[src/rtl/tw_pkg.sv]
package tw_pkg;
  localparam int LEN_S18 = 18;
  localparam int LEN_S19 = 19;
  localparam int LEN_L27 = 27;

  typedef enum logic [2:0] {
    FK_NONE,
    FK_S18,
    FK_S19,
    FK_L27,
    FK_BAD
  } frame_kind_e;

  typedef struct packed {
    logic       cp;
    logic [2:0] test;
    logic       rsa;
    logic       rsb;
    logic       os;
  } ctl_t;

  function automatic frame_kind_e classify(input int unsigned len);
    if (len == LEN_S18)      return FK_S18;
    else if (len == LEN_S19) return FK_S19;
    else if (len == LEN_L27) return FK_L27;
    else if (len > LEN_S19)  return FK_BAD;
    else                     return FK_NONE;
  endfunction
endpackage

[src/rtl/tw_edge_sync.sv]
module tw_edge_sync (
  input  logic clk_i,
  input  logic rst_ni,
  input  logic en_i,
  input  logic sclk_i,
  input  logic sdata_i,
  output logic en_o,
  output logic dat_o,
  output logic en_rise_o,
  output logic en_fall_o,
  output logic sclk_rise_o,
  output logic sclk_fall_o
);
  logic s_en, s_clk, s_dat, p_en, p_clk;

  always_ff @(posedge clk_i or negedge rst_ni) begin
    if (!rst_ni) begin
      s_en  <= 1'b0;
      s_clk <= 1'b0;
      s_dat <= 1'b0;
      p_en  <= 1'b0;
      p_clk <= 1'b0;
    end else begin
      s_en  <= en_i;
      s_clk <= sclk_i;
      s_dat <= sdata_i;
      p_en  <= s_en;
      p_clk <= s_clk;
    end
  end

  assign en_o        = s_en;
  assign dat_o       = s_dat;
  assign en_rise_o   = s_en & ~p_en;
  assign en_fall_o   = ~s_en & p_en;
  assign sclk_rise_o = s_clk & ~p_clk;
  assign sclk_fall_o = ~s_clk & p_clk;
endmodule

[src/rtl/tw_shift_ctr.sv]
module tw_shift_ctr #(
  parameter int SHIFT_W = 15,
  parameter int CNT_W   = 5
) (
  input  logic               clk_i,
  input  logic               rst_ni,
  input  logic               en_i,
  input  logic               dat_i,
  input  logic               en_rise_i,
  input  logic               sclk_rise_i,
  input  logic               sclk_fall_i,
  output logic [SHIFT_W-1:0] shreg_o,
  output logic [CNT_W-1:0]   bit_cnt_o,
  output logic [CNT_W-1:0]   rise_cnt_o
);
  localparam logic [CNT_W-1:0] CNT_MAX = '1;

  always_ff @(posedge clk_i or negedge rst_ni) begin
    if (!rst_ni) begin
      shreg_o    <= '0;
      bit_cnt_o  <= '0;
      rise_cnt_o <= '0;
    end else if (en_rise_i) begin
      bit_cnt_o  <= '0;
      rise_cnt_o <= '0;
    end else if (en_i) begin
      if (sclk_fall_i) begin
        shreg_o <= {shreg_o[SHIFT_W-2:0], dat_i};
        if (bit_cnt_o != CNT_MAX) bit_cnt_o <= bit_cnt_o + 1'b1;
      end
      if (sclk_rise_i && rise_cnt_o != CNT_MAX) rise_cnt_o <= rise_cnt_o + 1'b1;
    end
  end
endmodule

[src/rtl/tw_reg_bank.sv]
module tw_reg_bank
  import tw_pkg::*;
#(
  parameter int PORT_W = 4,
  parameter int DIV_W  = 15,
  parameter int CNT_W  = 5
) (
  input  logic             clk_i,
  input  logic             rst_ni,
  input  logic             port_load_i,
  input  logic             freq_load_i,
  input  logic             en_fall_i,
  input  logic [CNT_W-1:0] frame_len_i,
  input  logic [DIV_W-1:0] shreg_i,
  output logic [PORT_W-1:0] port_o,
  output logic [DIV_W-1:0] div_o,
  output ctl_t             ctl_o,
  output logic             tune_en_o,
  output logic             len_err_o
);
  localparam ctl_t CTL_RST = '{cp: 1'b1, test: 3'b001, rsa: 1'b0, rsb: 1'b1, os: 1'b1};

  frame_kind_e kind;
  assign kind = classify(32'(frame_len_i));

  always_ff @(posedge clk_i or negedge rst_ni) begin
    if (!rst_ni) begin
      port_o    <= '0;
      div_o     <= '0;
      ctl_o     <= CTL_RST;
      tune_en_o <= 1'b0;
      len_err_o <= 1'b0;
    end else begin
      len_err_o <= 1'b0;
      if (port_load_i) port_o <= shreg_i[PORT_W-1:0];
      if (freq_load_i) div_o <= shreg_i;
      if (en_fall_i) begin
        unique case (kind)
          FK_S18: begin
            div_o     <= {1'b0, shreg_i[DIV_W-2:0]};
            ctl_o.rsa <= 1'b1;
            if (!tune_en_o) ctl_o.os <= 1'b0;
            tune_en_o <= 1'b1;
          end
          FK_S19: begin
            div_o     <= shreg_i;
            ctl_o.rsa <= 1'b0;
            if (!tune_en_o) ctl_o.os <= 1'b0;
            tune_en_o <= 1'b1;
          end
          FK_L27: begin
            // last byte: cp t2 t1 t0 rsa rsb os spare
            ctl_o.cp   <= shreg_i[7];
            ctl_o.test <= shreg_i[6:4];
            ctl_o.rsa  <= shreg_i[3];
            ctl_o.rsb  <= shreg_i[2];
            ctl_o.os   <= shreg_i[1];
            tune_en_o  <= 1'b1;
          end
          FK_BAD:  len_err_o <= 1'b1;
          default: ;
        endcase
      end
    end
  end
endmodule

[src/rtl/tw_word_rx.sv]
module tw_word_rx
  import tw_pkg::*;
#(
  parameter int PORT_W = 4,
  parameter int DIV_W  = 15,
  parameter int CNT_W  = 5
) (
  input  logic              clk_i,
  input  logic              rst_ni,
  input  logic              en_i,
  input  logic              sclk_i,
  input  logic              sdata_i,
  output logic [PORT_W-1:0] port_o,
  output logic [DIV_W-1:0]  div_o,
  output logic [2:0]        test_o,
  output logic              cp_o,
  output logic              rsa_o,
  output logic              rsb_o,
  output logic              os_o,
  output logic              tune_en_o,
  output logic              len_err_o
);
  localparam logic [CNT_W-1:0] PORT_AT = CNT_W'(PORT_W);
  localparam logic [CNT_W-1:0] FREQ_AT = CNT_W'(PORT_W + DIV_W);

  logic en_s, dat_s, en_rise, en_fall, sclk_rise, sclk_fall;
  logic [DIV_W-1:0] shreg;
  logic [CNT_W-1:0] bit_cnt, rise_cnt;
  logic port_load, freq_load;
  ctl_t ctl;

  tw_edge_sync u_sync (
    .clk_i(clk_i), .rst_ni(rst_ni), .en_i(en_i), .sclk_i(sclk_i), .sdata_i(sdata_i),
    .en_o(en_s), .dat_o(dat_s), .en_rise_o(en_rise), .en_fall_o(en_fall),
    .sclk_rise_o(sclk_rise), .sclk_fall_o(sclk_fall)
  );

  tw_shift_ctr #(.SHIFT_W(DIV_W), .CNT_W(CNT_W)) u_shift (
    .clk_i(clk_i), .rst_ni(rst_ni), .en_i(en_s), .dat_i(dat_s), .en_rise_i(en_rise),
    .sclk_rise_i(sclk_rise), .sclk_fall_i(sclk_fall),
    .shreg_o(shreg), .bit_cnt_o(bit_cnt), .rise_cnt_o(rise_cnt)
  );

  // rising edge N+1 follows N sampled bits
  assign port_load = en_s & sclk_rise & (rise_cnt == PORT_AT) & (bit_cnt == PORT_AT);
  assign freq_load = en_s & sclk_rise & (rise_cnt == FREQ_AT) & (bit_cnt == FREQ_AT);

  tw_reg_bank #(.PORT_W(PORT_W), .DIV_W(DIV_W), .CNT_W(CNT_W)) u_bank (
    .clk_i(clk_i), .rst_ni(rst_ni), .port_load_i(port_load), .freq_load_i(freq_load),
    .en_fall_i(en_fall), .frame_len_i(bit_cnt), .shreg_i(shreg),
    .port_o(port_o), .div_o(div_o), .ctl_o(ctl), .tune_en_o(tune_en_o), .len_err_o(len_err_o)
  );

  assign test_o = ctl.test;
  assign cp_o   = ctl.cp;
  assign rsa_o  = ctl.rsa;
  assign rsb_o  = ctl.rsb;
  assign os_o   = ctl.os;
endmodule

[config.mk]
export PLATFORM = sky130hd
export DESIGN_NAME = tw_word_rx
export DESIGN_NICKNAME = d
export VERILOG_FILES = /design/src/rtl/tw_pkg.sv /design/src/rtl/tw_edge_sync.sv /design/src/rtl/tw_shift_ctr.sv /design/src/rtl/tw_reg_bank.sv /design/src/rtl/tw_word_rx.sv
export SDC_FILE = /design/constraint.sdc
export NUM_CORES = 1
export LEC_CHECK = 0
export BUFFER_PORTS_ARGS = -buffer_cell sky130_fd_sc_hd__buf_4
export CAP_MARGIN = 25
export CORE_MARGIN = 3
export CORE_UTILIZATION = 55
export DETAILED_ROUTE_END_ITERATION = 10
export GPL_TIMING_DRIVEN = 0
export PLACE_DENSITY = 0.77
export SYNTH_ARGS = -nofsm -noshare
export SYNTH_HDL_FRONTEND = slang
export SYNTH_HIERARCHICAL = 1
export SYNTH_SLANG_ARGS = --single-unit
[constraint.sdc]
create_clock -name clk_i -period 2.4 [get_ports clk_i]
set_input_delay 0.48 -clock clk_i [delete_from_list [all_inputs] [get_ports clk_i]]
set_output_delay 0.48 -clock clk_i [all_outputs]
set_load 0.01 [all_outputs]
### Yosys cells after proc, flatten, opt, wreduce, memory -nomap -nowiden

Index checks and enable logic that the tools add are counted.

| storage, ports and cells | value |
|---|---|
| register bits | 58 |
| output and inout bits | 28 |
| input port bits | 5 |
| word-level logic and storage cells | 82 |

| cells by class | value |
|---|---|
| eq/ne operators | 13 |
| $add $sub $neg | 2 |
| reduce and logical (&&, ||, !) cells | 16 |
| mux-type cells | 19 |
| $lt $le $gt $ge | 1 |
| bitwise logic cells | 14 |

Operator list:

| kind | count |
|---|---|
| 2-to-1 mux 5 bit | 7 |
| 2-to-1 mux 15 bit | 2 |
| one-hot mux 15 bit (2 select lines) | 1 |
| equality test 5 bit (second input constant) | 4 |
| 2-to-1 mux 3 bit | 4 |
| adder 5 x 1 -> 5 bit (second input constant) | 2 |
| equality test 5 x 3 -> 1 bit (second input constant) | 2 |
| inequality test 5 bit (second input constant) | 2 |
| nonzero test 2 bit | 5 |
| bitwise AND 1 bit | 9 |
| AND reduction 3 bit | 3 |
| AND reduction 2 bit | 4 |
| equality test 3 x 2 -> 1 bit (second input constant) | 2 |
| greater-than comparator 5 bit (second input constant) | 1 |
| NOT 1 bit | 5 |
| equality test 3 x 1 -> 1 bit (second input constant) | 1 |
| equality test 3 bit (second input constant) | 1 |
| 2-to-1 mux 1 bit | 3 |
| one-hot mux 1 bit (3 select lines) | 1 |
| nonzero test 3 bit | 1 |
| OR reduction 3 bit | 1 |
| inequality test 2 bit (second input constant) | 1 |
| one-hot mux 1 bit (2 select lines) | 1 |
| OR reduction 2 bit | 1 |
| logical AND 1 bit | 1 |

### Logic depth before layout (Yosys ltp)

Gate-level depths: netlist of run 1.

| depth | value |
|---|---|
| depth after elaboration | 9 |
| depth in mapped cells | 6 |
| gate-level depth less buffers | 6 |

### Modules after synthesis

The synthesis of run 1 kept the hierarchy.

By module, submodules not included:

| module | area each (um^2) | instances | cells each |
|---|---|---|---|
| tw_reg_bank | 1,172.4 | 1 | 74 |
| tw_shift_ctr | 1,104.8 | 1 | 78 |
| tw_edge_sync | 160.2 | 1 | 9 |
| tw_word_rx | 76.3 | 1 | 7 |

### Worst setup path before layout of run 1

Ideal clock, no wire load.

| timing path | value |
|---|---|
| kind | register to register |
| start | register u_shift.bit_cnt_o[0] |
| end | register u_shift.bit_cnt_o[3] |
| data arrival time | 1.705 ns |
| library setup time | 0.078 ns |
| data required time | 2.322 ns |
| period minus slack after synthesis | 1.783 ns |
| setup slack | 0.617 ns |
| stages on the path, launching flop included | 7 |
| path buffers | 0 |
| cell sequence | dfrtp_1 ha_1 and3_1 ha_1 nand3b_4 or3_1 a21oi_1 |

| on the way | value |
|---|---|
| longest elaborated chain between the ends | 5 |
| elaborated cells on any way between the ends | 8 |

RTL lines:

| what | line | RTL |
|---|---|---|
| from (decl) | tw_shift_ctr.sv:13 | `output logic [CNT_W-1:0] bit_cnt_o,` |
| from (signal assigned) | tw_shift_ctr.sv:29 | `if (bit_cnt_o != CNT_MAX) bit_cnt_o <= bit_cnt_o + 1'b1;` |
| adder 5 x 1 -> 5 bit | tw_shift_ctr.sv:29 |  |
| 2-to-1 mux 5 bit | tw_shift_ctr.sv:29 |  |
| 2-to-1 mux 5 bit | tw_shift_ctr.sv:27 | `if (sclk_fall_i) begin` |
| 2-to-1 mux 5 bit | tw_shift_ctr.sv:26 | `end else if (en_i) begin` |
| 2-to-1 mux 5 bit | tw_shift_ctr.sv:23 | `end else if (en_rise_i) begin` |

Parallel ways exist; a longest one is shown, timed or not. The select of a mux whose other input is x is not followed.
A chain may end at the register's enable or synchronous reset.

### Worst setup path after layout of run 1

Same ends and word-level chain as after synthesis.

==> flow_summary.yaml, run 1 <==
drt:
  vias_post_dr: 1487
  detail_route.iter0.violations: 58
  drt-vias-per-instance: 5.63
  drc: 0
  detail_route.wirelength_um: 4480
  postRouteAntennaNets: 0
  drt_first_pass_iters: 4
  post_drt_wl_per_cell_um: 17.0
worst_setup_path:
  worst_r2r_path_depth: 6
  setup.worst_path.class: "register to register"
  endpoint_of_the_worst_slack_reg_to_reg_timing_path: "u_shift/bit_cnt_o[3]"
  worst_setup_path_start_kind: "register"
  worst_r2r_startpoint: "u_shift/bit_cnt_o[0]"
  timing.critical_path.to_type: "register"
  cp_data_required_time_ps: 2650
  flop_to_flop_setup_slack_ps: 450
  arrival_ps: 2200
  crit_fanout: 12
sta:
  totalNegativeSetupSlack_ps: 0
  setup_viol_count_final: 0
  worst-slew-pin-transition_ps: 703
  hold_viol_final: 0
  period_minus_slack_ps: 1950
  maxClockFrequency_mhz: 514
  setup_slack_of_the_critical_path_after_layout_ps: 453
  slew-limit-headroom_pct: 53.1
  rsz_0062_raised_after_global_routing: "no"
  min_period_over_period_pct: 81.1
  final-max-slew-violation-count: 0
  finClkSkew_ps: 7.73
layout:
  final_layout_size_suffix_gt1_share_pct: 49.5
  layout.area.seq_sq_um: 1460
  fill_cells: 286
  finalNonFillerCells: 264
  multiInputGateArea_sq_um: 1020
  final_nets: 220
  flow.area_growth_from_synthesis_pct: 19.7
  diodes: 0
  final_cell_area_sq_um: 3010
yosys:
  area_fraction_of_the_dominant_cell_type_after_synthesis_pct: 53.8
  combined_area_of_all_synthesized_cells_sq_um: 2510
  synthesis.instances: 168
  cell_types_with_the_largest_area_share_after_synthesis: "dfrtp_1 (54%), mux2_2 (13%), mux2_4 (6.0%), dfstp_2 (4.2%), mux2i_1 (2.4%)"
  synthesis.area_per_instance_sq_um: 15.0
  yosys_warnings: 6
  postSynth.asyncResetShare_pct: 100
  synth_seq_cells: 58
  netlist-cell-type-count: 33
  synth_commonest_cells: "dfrtp_1 (54), mux2_2 (28), nor2_1 (11)"
  synthFlopType: "dfrtp_1"
  synth.largest_area_cell: "dfrtp_1"
  seq_area_frac_synth_pct: 57.9
  synth_fp_nets: 177
  synth_most_common_cell: "dfrtp_1"
  synth_edf_count: 0
clock_network:
  cts.htree.levels: 3
  cts_hold_repair.buffers: 0
  numClockSinks: 58
  clk_transition_reported_paths_ps: 60
  clockBufferDepth: 2
  cts_root_buf: "clkbuf_8"
  postCtsSetupRepairBufs: 0
  ctsResizeCount: 0
  worst_skew_pair.late_latency_ps: 330
  numCtsBuffers: 9
  tritoncts: "built"
floorplanning:
  floorplan.rows: 23
  chipHeight_um: 73.6
  die-width_um: 73.6
  pin_count: 33
  overall_die_area_sq_um: 5420
  core_area_sq_um: 4200
  initial_utilization_pct: 59.8
placed_design:
  dpl_cell_area_sq_um: 2820
  place.port_buffers: 32
  dpl.hpwl_um: 3030
  dp_worst_setup_slack_ps: 455
  gp_routability_congestion: 0.831
  number_of_instances_in_the_placed_design: 250
power_and_ir_drop:
  power_mw: 2.12
  power.ir.vdd_worst_uv: 443
  power_leakage_nw: 1.60
  power-per-cell-area_nw_per_um2: 705
global_routing:
  grt_overflow: 0
  grt_use_total_pct: 19.2
  grt_pass1_vias: 1587
  antenna_violations_before_repair: 0
  grt_first_pass_wirelength_um: 7650
  largest_net_degree_at_the_start_of_global_routing: 59
hold_path:
  min-delay-path-class: "primary input to asynchronous set/reset pin"
run:
  drv_cap: 0
run_status:
  result_of_the_run: "finished, final reports clean"
[kinds of logic after synthesis]
family,synth area share (%)
DFF,57.9
muxes,20.9
and+or+nand+nor,13.4
AOI/OAI and AO/OA,2.84
xor gates and xnor gates,1.39
buffers and inverters,1.49
adders and majority gates,1.99
[report_power, final]
| group | switching, mW | internal [mW] |
|---|---|---|
| logic | 0.0556 | 0.0671 |
| registers | 0.0800 | 1.04 |
| clock network | 0.355 | 0.520 |
[worst max path at each step]
stage / from / end / cells after the start
detailed placement: u_shift/bit_cnt_o[0] / u_shift/bit_cnt_o[3] / 6
CTS: u_shift/bit_cnt_o[0] / u_shift/bit_cnt_o[3] / 6
floorplan: u_shift/bit_cnt_o[0] / u_shift/bit_cnt_o[3] / 6
global route: u_shift/bit_cnt_o[0] / u_shift/bit_cnt_o[3] / 6
global placement: u_shift/bit_cnt_o[3] / u_bank/div_o[11] / 5
finish: u_shift/bit_cnt_o[0] / u_shift/bit_cnt_o[3] / 6
[layout by cell type (no fill, tap or decap), drive strengths merged, types with 3 or more instances in the layout]
cell type  Yosys  layout
mux2          38      38
dfrtp         54      54
nand4b         3       3
xor2           4       4
clkbuf         1      12
dfstp          4       4
nand3          3       3
ha             4       4
and3           4       4
a21oi          3       3
nor2          12      12
buf            3      35
mux2i          6       6
o21ai          3       3
nand2          5       5
nand3b         3       3
and2b          4       4
[routing by layer]
metal / vias to the layer above / part of all wire, % / global-route usage, %
met5: - / 0 / 0
met4: 0 / 1.9 / 9.05
met3: 9 / 4.8 / 7.25
met2: 33 / 49 / 30.4
met1: 752 / 44 / 23.0
li1: 693 / - / -
[critical path: stages, from the launching register on]
cell and delay (ps):
dfrtp_1 520, ha_1 290, and3_1 180, ha_1 180, nand3b_4 190, or3_1 360, a21oi_1 150
[per-stage QoR]
step	utilization (%)	hold WS [ps]
floorplan	-	184
global placement	67.0	372
detailed placement	67.0	374
CTS	71.6	221
global route	71.6	228
finish	71.6	197
[final cells by class]
class / instances / share of cell area [%]
Clock buffer: 11 / 5.03
Multi-Input combinational cell: 106 / 33.9
Buffer: 4 / 1.25
Timing Repair Buffer: 32 / 7.99
Tap cell: 50 / 2.08
Sequential cell: 58 / 48.4
Clock inverter: 3 / 1.33
[state kept, by name (all words and copies together), names as in the netlist]
| signal | cells |
|---|---|
| u_shift/bit_cnt_o | 5 |
| u_sync/dat_o | 1 |
| u_shift/rise_cnt_o | 5 |
| u_bank/tune_en_o | 1 |
| u_shift/shreg_o | 15 |
| u_bank/div_o | 15 |
| u_sync/p_en | 1 |
| u_bank/len_err_o | 1 |
| u_sync/s_clk | 1 |
| u_sync/en_o | 1 |
| u_bank/port_o | 4 |
| u_sync/p_clk | 1 |
| u_bank/ctl_o | 7 |
Power figures use the tool's default switching activity.
==> inputs of run 2 (changes only) <==
Settings changed: CORE_UTILIZATION 55 to 51, PLACE_DENSITY 0.77 to 0.75.
Clock period 2.4 ns to 1.65 ns, I/O delays scaled along.
==> flow_summary.yaml, run 2 (synthesis results as in run 1) <==
drt:
  drt-vias-per-instance: 5.19
  postRouteAntennaNets: 0
  post_drt_wl_per_cell_um: 16.6
  vias_post_dr: 1563
  drt_first_pass_iters: 4
  detail_route.wirelength_um: 5010
  drc: 0
  detail_route.iter0.violations: 84
power_and_ir_drop:
  power_leakage_nw: 1.70
  internal_power_mw: 2.42
  power.share.combinational_pct: 8.3
  sequentialPowerShare_pct: 51.2
  p_sw_mw: 0.762
  power-per-cell-area_nw_per_um2: 960
  power.ir.vdd_worst_uv: 709
  pwr-share-clk_pct: 40.5
  switching_power_share_of_the_total_pct: 24.0
  power_mw: 3.18
floorplanning:
  core_area_sq_um: 4560
  initial_utilization_pct: 55.1
  floorplan.rows: 24
  die-width_um: 76.2
  chipHeight_um: 76.2
  overall_die_area_sq_um: 5810
  pin_count: 33
layout:
  utilization_pct: 72.6
  multiInputGateArea_sq_um: 1110
  final_layout_size_suffix_gt1_share_pct: 60.6
  final_nets: 240
  layout.cells.most_common: "buf_4"
  layout_common_cells: "buf_4 (50), dfrtp_1 (49), mux2_2 (24), clkbuf_8 (14), mux2_4 (14)"
  final_cell_area_sq_um: 3310
  layout_top_registers: "u_bank/div_o: 15 flops, u_shift/shreg_o: 15 flops, u_bank/ctl_o: 7 flops"
  fill_cells: 330
  flow.area_growth_from_synthesis_pct: 31.8
  diodes: 0
  layout.area.seq_sq_um: 1460
global_routing:
  grt_pass1_vias: 1639
  largest_net_degree_at_the_start_of_global_routing: 59
  grt_first_pass_wirelength_um: 8210
  grt_overflow: 0
  antenna_violations_before_repair: 0
  grt_use_total_pct: 18.3
sta:
  maxClockFrequency_mhz: 553
  worst-slew-pin-transition_ps: 707
  setup_slack_of_the_critical_path_after_layout_ps: -158
  final-max-slew-violation-count: 0
  setup_viol_count_final: 16
  hold_viol_final: 0
  min_period_over_period_pct: 110
  period_minus_slack_ps: 1810
  rsz_0062_raised_after_global_routing: "yes"
  finClkSkew_ps: 6.51
  slew-limit-headroom_pct: 52.9
  worst_case_hold_slack_ps: 47.5
clock_network:
  cts_root_buf: "clkbuf_8"
  numCtsBuffers: 9
  clockBufferDepth: 2
  worst_skew_pair.late_latency_ps: 330
  cts_hold_repair.buffers: 0
  tritoncts: "built"
  cts.htree.levels: 3
  clk_transition_reported_paths_ps: 60
  numClockSinks: 58
hold_path:
  min-delay-path-class: "primary input to asynchronous set/reset pin"
worst_setup_path:
  endpoint_of_the_worst_slack_reg_to_reg_timing_path: "u_bank/div_o[10]"
  timing.critical_path.to_type: "register"
  worst_setup_path_start_kind: "register"
  cp_data_required_time_ps: 1860
  crit_fanout: 6
  arrival_ps: 2020
  crit_path_start: "u_sync/p_clk"
  worst_r2r_startpoint: "u_sync/p_clk"
  flop_to_flop_setup_slack_ps: -160
  worst_r2r_path_depth: 6
  setup.worst_path.class: "register to register"
  endpoint: "u_bank/div_o[10]"
run_status:
  failed_checks: "negative setup slack"
  result_of_the_run: "complete, but fails checks"
placed_design:
  place.port_buffers: 32
  dp_worst_setup_slack_ps: -231
  gp_routability_congestion: 0.734
  dpl.hpwl_um: 3040
  dpl_cell_area_sq_um: 2850
run:
  drv_cap: 0
run 2: changes by cell type in the layout (fill, tap and decap cells not counted), moves of 4 or more:
cell     before  now
dfrtp_1      54   49
mux2_4       10   14
and3_1        4    0
buf_4        33   50
mux2_2       28   24
dfrtp_2       0    5
ha_1          4    0
run 2: layer usage:
layer / global-route usage [%] / up-vias / routed length (um)
met3: 6.86 / 8 / 255
li1: - / 727 / -
met2: 28.4 / 42 / 2500
met1: 23.2 / 786 / 2160
met5: 0 / - / 0
met4: 7.07 / 0 / 93
run 2: what timing repair did:
| item | in CTS | in global routing |
|---|---|---|
| endpoints found under the hold margin | 0 | 0 |
| pin swaps | 5 | 5 |
| gates cloned | 1 | 0 |
| buffers inserted | 18 | 1 |
| gates resized for setup | 12 | 13 |
| endpoints found under the setup margin | 23 | 30 |
run 2: worst min-delay path by stage:
stage / endpoint / slack (ps) / cells after the start
final: u_sync/s_clk / 50 / 1
after global routing: u_sync/en_o / 90 / 1
after CTS: u_bank/div_o[13] / 80 / 1
after detailed placement: u_sync/p_clk / 400 / 0
after global placement: u_sync/p_clk / 370 / 0
after floorplan: u_bank/ctl_o[2] / 30 / 0
run 2: critical path, cell delays in order, from the launching register on:
cell	delay (ps)
dfrtp_1	380
and2b_2	240
and4bb_2	240
and3_4	180
o21bai_4	190
buf_12	170
mux2_4	290
run 2: layout make-up:
| cell class | count | share of cell area [%] |
|---|---|---|
| Sequential cell | 58 | 44.1 |
| Multi-Input combinational cell | 106 | 33.4 |
| Timing Repair Buffer | 52 | 12.6 |
| Clock buffer | 15 | 5.93 |
| Tap cell | 65 | 2.45 |
| Buffer | 4 | 1.28 |
| Clock inverter | 1 | 0.151 |
run 2: per-stage QoR:
stage,cells,setup TNS [ps]
floorplan,168,-733
global placement,265,-2500
detailed placement,265,-2850
CTS,300,-1960
global route,301,-3450
finish,301,-2120
run 2: power by group through the flow:
| stage | Combinational (mW) | Clock, mW | Sequential [mW] |
|---|---|---|---|
| after floorplan | 0.129 | 0 | 1.62 |
| after global placement | 0.172 | 0 | 1.65 |
| after detailed placement | 0.185 | 0 | 1.66 |
| after CTS | 0.258 | 1.30 | 1.63 |
| after global routing | 0.292 | 1.41 | 1.64 |
| final | 0.263 | 1.29 | 1.63 |
==> inputs of run 3 (changes only) <==
Settings changed: SLEW_MARGIN set to 20, SYNTH_HIERARCHICAL 1 to unset.
==> flow_summary.yaml, run 3 <==
run_status:
  result_of_the_run: "complete, but fails checks"
  failed_checks: "negative setup slack"
placed_design:
  number_of_instances_in_the_placed_design: 286
  place.port_buffers: 32
  gp_routability_congestion: 0.808
  dpl.hpwl_um: 3220
yosys:
  combined_area_of_all_synthesized_cells_sq_um: 2540
  netlist-cell-type-count: 40
  synth_seq_cells: 58
  postSynth.asyncResetShare_pct: 100
  synth_edf_count: 0
  yosys_warnings: 0
  cell_types_with_the_largest_area_share_after_synthesis: "dfrtp_1 (53%), mux2_2 (12%), mux2_4 (5.9%), dfstp_2 (4.1%), ha_1 (3.4%)"
  synth_fp_nets: 199
  area_fraction_of_the_dominant_cell_type_after_synthesis_pct: 53.1
  synthesis.area_per_instance_sq_um: 13.6
  synth.largest_area_cell: "dfrtp_1"
  synthesis.instances: 187
  seq_area_frac_synth_pct: 57.3
  synth_commonest_cells: "dfrtp_1 (54), mux2_2 (28), nor2_1 (11)"
  synth_most_common_cell: "dfrtp_1"
  synthFlopType: "dfrtp_1"
worst_setup_path:
  worst_setup_path_start_kind: "register"
  arrival_ps: 2110
  cp_data_required_time_ps: 1870
  crit_path_start: "u_shift.rise_cnt_o[0]"
  worst_path_cell_with_the_longest_stage_delay: "dfrtp_1"
  crit_fanout: 6
  worst_path_largest_cell_delay_ps: 410
  worstPathCellList: "ha_2 -> and3_4 -> ha_4 -> or3b_4 -> o21ai_2 -> a21oi_1 -> a31o_2"
  setup.worst_path.class: "register to register"
  flop_to_flop_setup_slack_ps: -230
  timing.critical_path.to_type: "register"
  worst_r2r_startpoint: "u_shift.rise_cnt_o[0]"
global_routing:
  antenna_violations_before_repair: 0
  grt_use_total_pct: 19.8
  gr-usage-met2_pct: 30.8
  met3_track_demand_over_resource_in_global_routing_pct: 3.90
  grt_overflow: 0
  grt_pass1_vias: 1814
  gr-usage-met1_pct: 25.6
  largest_net_degree_at_the_start_of_global_routing: 59
  grt_first_pass_wirelength_um: 8940
  most_used_routing_layer_in_global_routing: "met2"
clock_network:
  numClockSinks: 58
  worst_skew_pair.late_latency_ps: 340
  clk_transition_reported_paths_ps: 60
  tritoncts: "built"
  clockBufferDepth: 2
  numCtsBuffers: 9
  cts_root_buf: "clkbuf_8"
  cts.htree.levels: 3
  cts_hold_repair.buffers: 0
layout:
  final_layout_size_suffix_gt1_share_pct: 57.0
  layout_top_registers: "u_bank.div_o: 15 flops, u_shift.shreg_o: 15 flops, u_bank.ctl_o: 7 flops"
  diodes: 0
  flow.area_growth_from_synthesis_pct: 36.0
  finalNonFillerCells: 325
  fill_cells: 312
  layout_common_cells: "buf_4 (51), dfrtp_1 (51), mux2_2 (28), mux2_4 (10), clkbuf_8 (10)"
  final_nets: 265
drt:
  post_drt_wl_per_cell_um: 16.7
  detail_route.wirelength_um: 5430
  vias_post_dr: 1730
  drt-vias-per-instance: 5.32
  drc: 0
  detail_route.iter0.violations: 104
  drt_first_pass_iters: 4
  postRouteAntennaNets: 0
power_and_ir_drop:
  power_mw: 3.28
  power-per-cell-area_nw_per_um2: 949
  power_leakage_nw: 1.70
  power.ir.vdd_worst_uv: 633
floorplanning:
  chipHeight_um: 76.6
  overall_die_area_sq_um: 5870
  die-width_um: 76.6
  core_area_sq_um: 4790
  initial_utilization_pct: 53.1
  pin_count: 33
  floorplan.rows: 25
sta:
  final-max-slew-violation-count: 0
  period_minus_slack_ps: 1880
  hold_viol_final: 0
  slew-limit-headroom_pct: 54.2
  min_period_over_period_pct: 114
  totalNegativeSetupSlack_ps: -4650
  worst-slew-pin-transition_ps: 687
  setup_slack_of_the_critical_path_after_layout_ps: -231
  rsz_0062_raised_after_global_routing: "yes"
  maxClockFrequency_mhz: 532
  setup_viol_count_final: 29
  finClkSkew_ps: 7.79
run:
  drv_cap: 0
hold_path:
  min-delay-path-class: "primary input to asynchronous set/reset pin"
-- run 3: cell types whose count changed after synthesis, moves of 3 or more --
| cell | before | now |
|---|---|---|
| and2b_2 | 4 | 0 |
| buf_2 | 0 | 4 |
| ha_1 | 4 | 7 |
| inv_1 | 0 | 8 |
| mux2i_1 | 6 | 2 |
| nand2_1 | 5 | 9 |
| nand3b_1 | 0 | 3 |
| nand3b_4 | 3 | 0 |
| o21ai_0 | 3 | 6 |
-- run 3: report_power, final --
part / switching (mW) / internal, mW / total, mW
clock network: 0.564 / 0.886 / 1.45
registers: 0.0773 / 1.49 / 1.56
logic: 0.127 / 0.140 / 0.268
total: 0.768 / 2.51 / 3.28
-- run 3: kinds of logic (layout without fill, tap and decap cells) --
logic type	after synthesis	in the layout	share of synthesized area (%)
and+or+nand+nor	47	47	11.7
adders and majority gates	7	7	3.44
muxes	40	40	19.1
AOI/OAI and AO/OA	18	18	4.58
DFF	58	58	57.3
buffers and inverters	14	85	2.85
xor gates and xnor gates	3	3	1.03
-- run 3: metal layers --
layer,share of wire [%],routed length (um),vias up
met5,0,0,-
met4,1.8,96,0
met3,4.7,256,12
met2,49,2650,48
met1,45,2420,866
li1,-,-,804
-- run 3: worst max-delay path, delay by kind of cell (launching register included) --
kind | cells | cell delay [ps]
AO/OA/AOI/OAI | 3 | 410
adder cells (fa/ha/maj) | 2 | 360
flip-flops | 1 | 410
AND/OR/NAND/NOR | 2 | 590
-- run 3: final cells by class --
type	instances	area (sq um)	share of cell area, %
sequential	58	1460	42.2
multi-input combinational	115	1180	34.3
timing repair buffer	55	432	12.5
clock buffer	11	141	4.09
tap	67	83.8	2.42
clock inverter	5	77.6	2.24
buffer	6	45.0	1.30
inverter	8	32.5	0.941
-- run 3: path summary, 6_finish.rpt --
kind | to | depth (start not counted)
worst min register to register | u_shift.shreg_o[0] | 1
max in group asynchronous | u_shift.bit_cnt_o[4] | 1
worst max-delay path | u_shift.rise_cnt_o[2] | 7
worst min-delay path | u_bank.div_o[8] | 1
worst max register to register | u_shift.rise_cnt_o[2] | 7
min in group clk_i | u_sync.dat_o | 1
-- run 3: metrics by stage --
step                util (%)  hold slack [ps]  area (sq um)  setup WS, ps
floorplan                  -             34.4          2610          -155
global placement        61.2              428          2930          -242
detailed placement      61.2              429          2930          -245
CTS                     71.0             69.7          3400          -216
global route            72.2             80.0          3460          -291
finish                  72.2             43.7          3460          -231
-- run 3: what timing repair did --
item,in CTS,in global routing
gates cloned,1,0
setup buffers,18,4
endpoints found under the setup margin,43,35
resized for setup,22,9
pin swaps,10,5
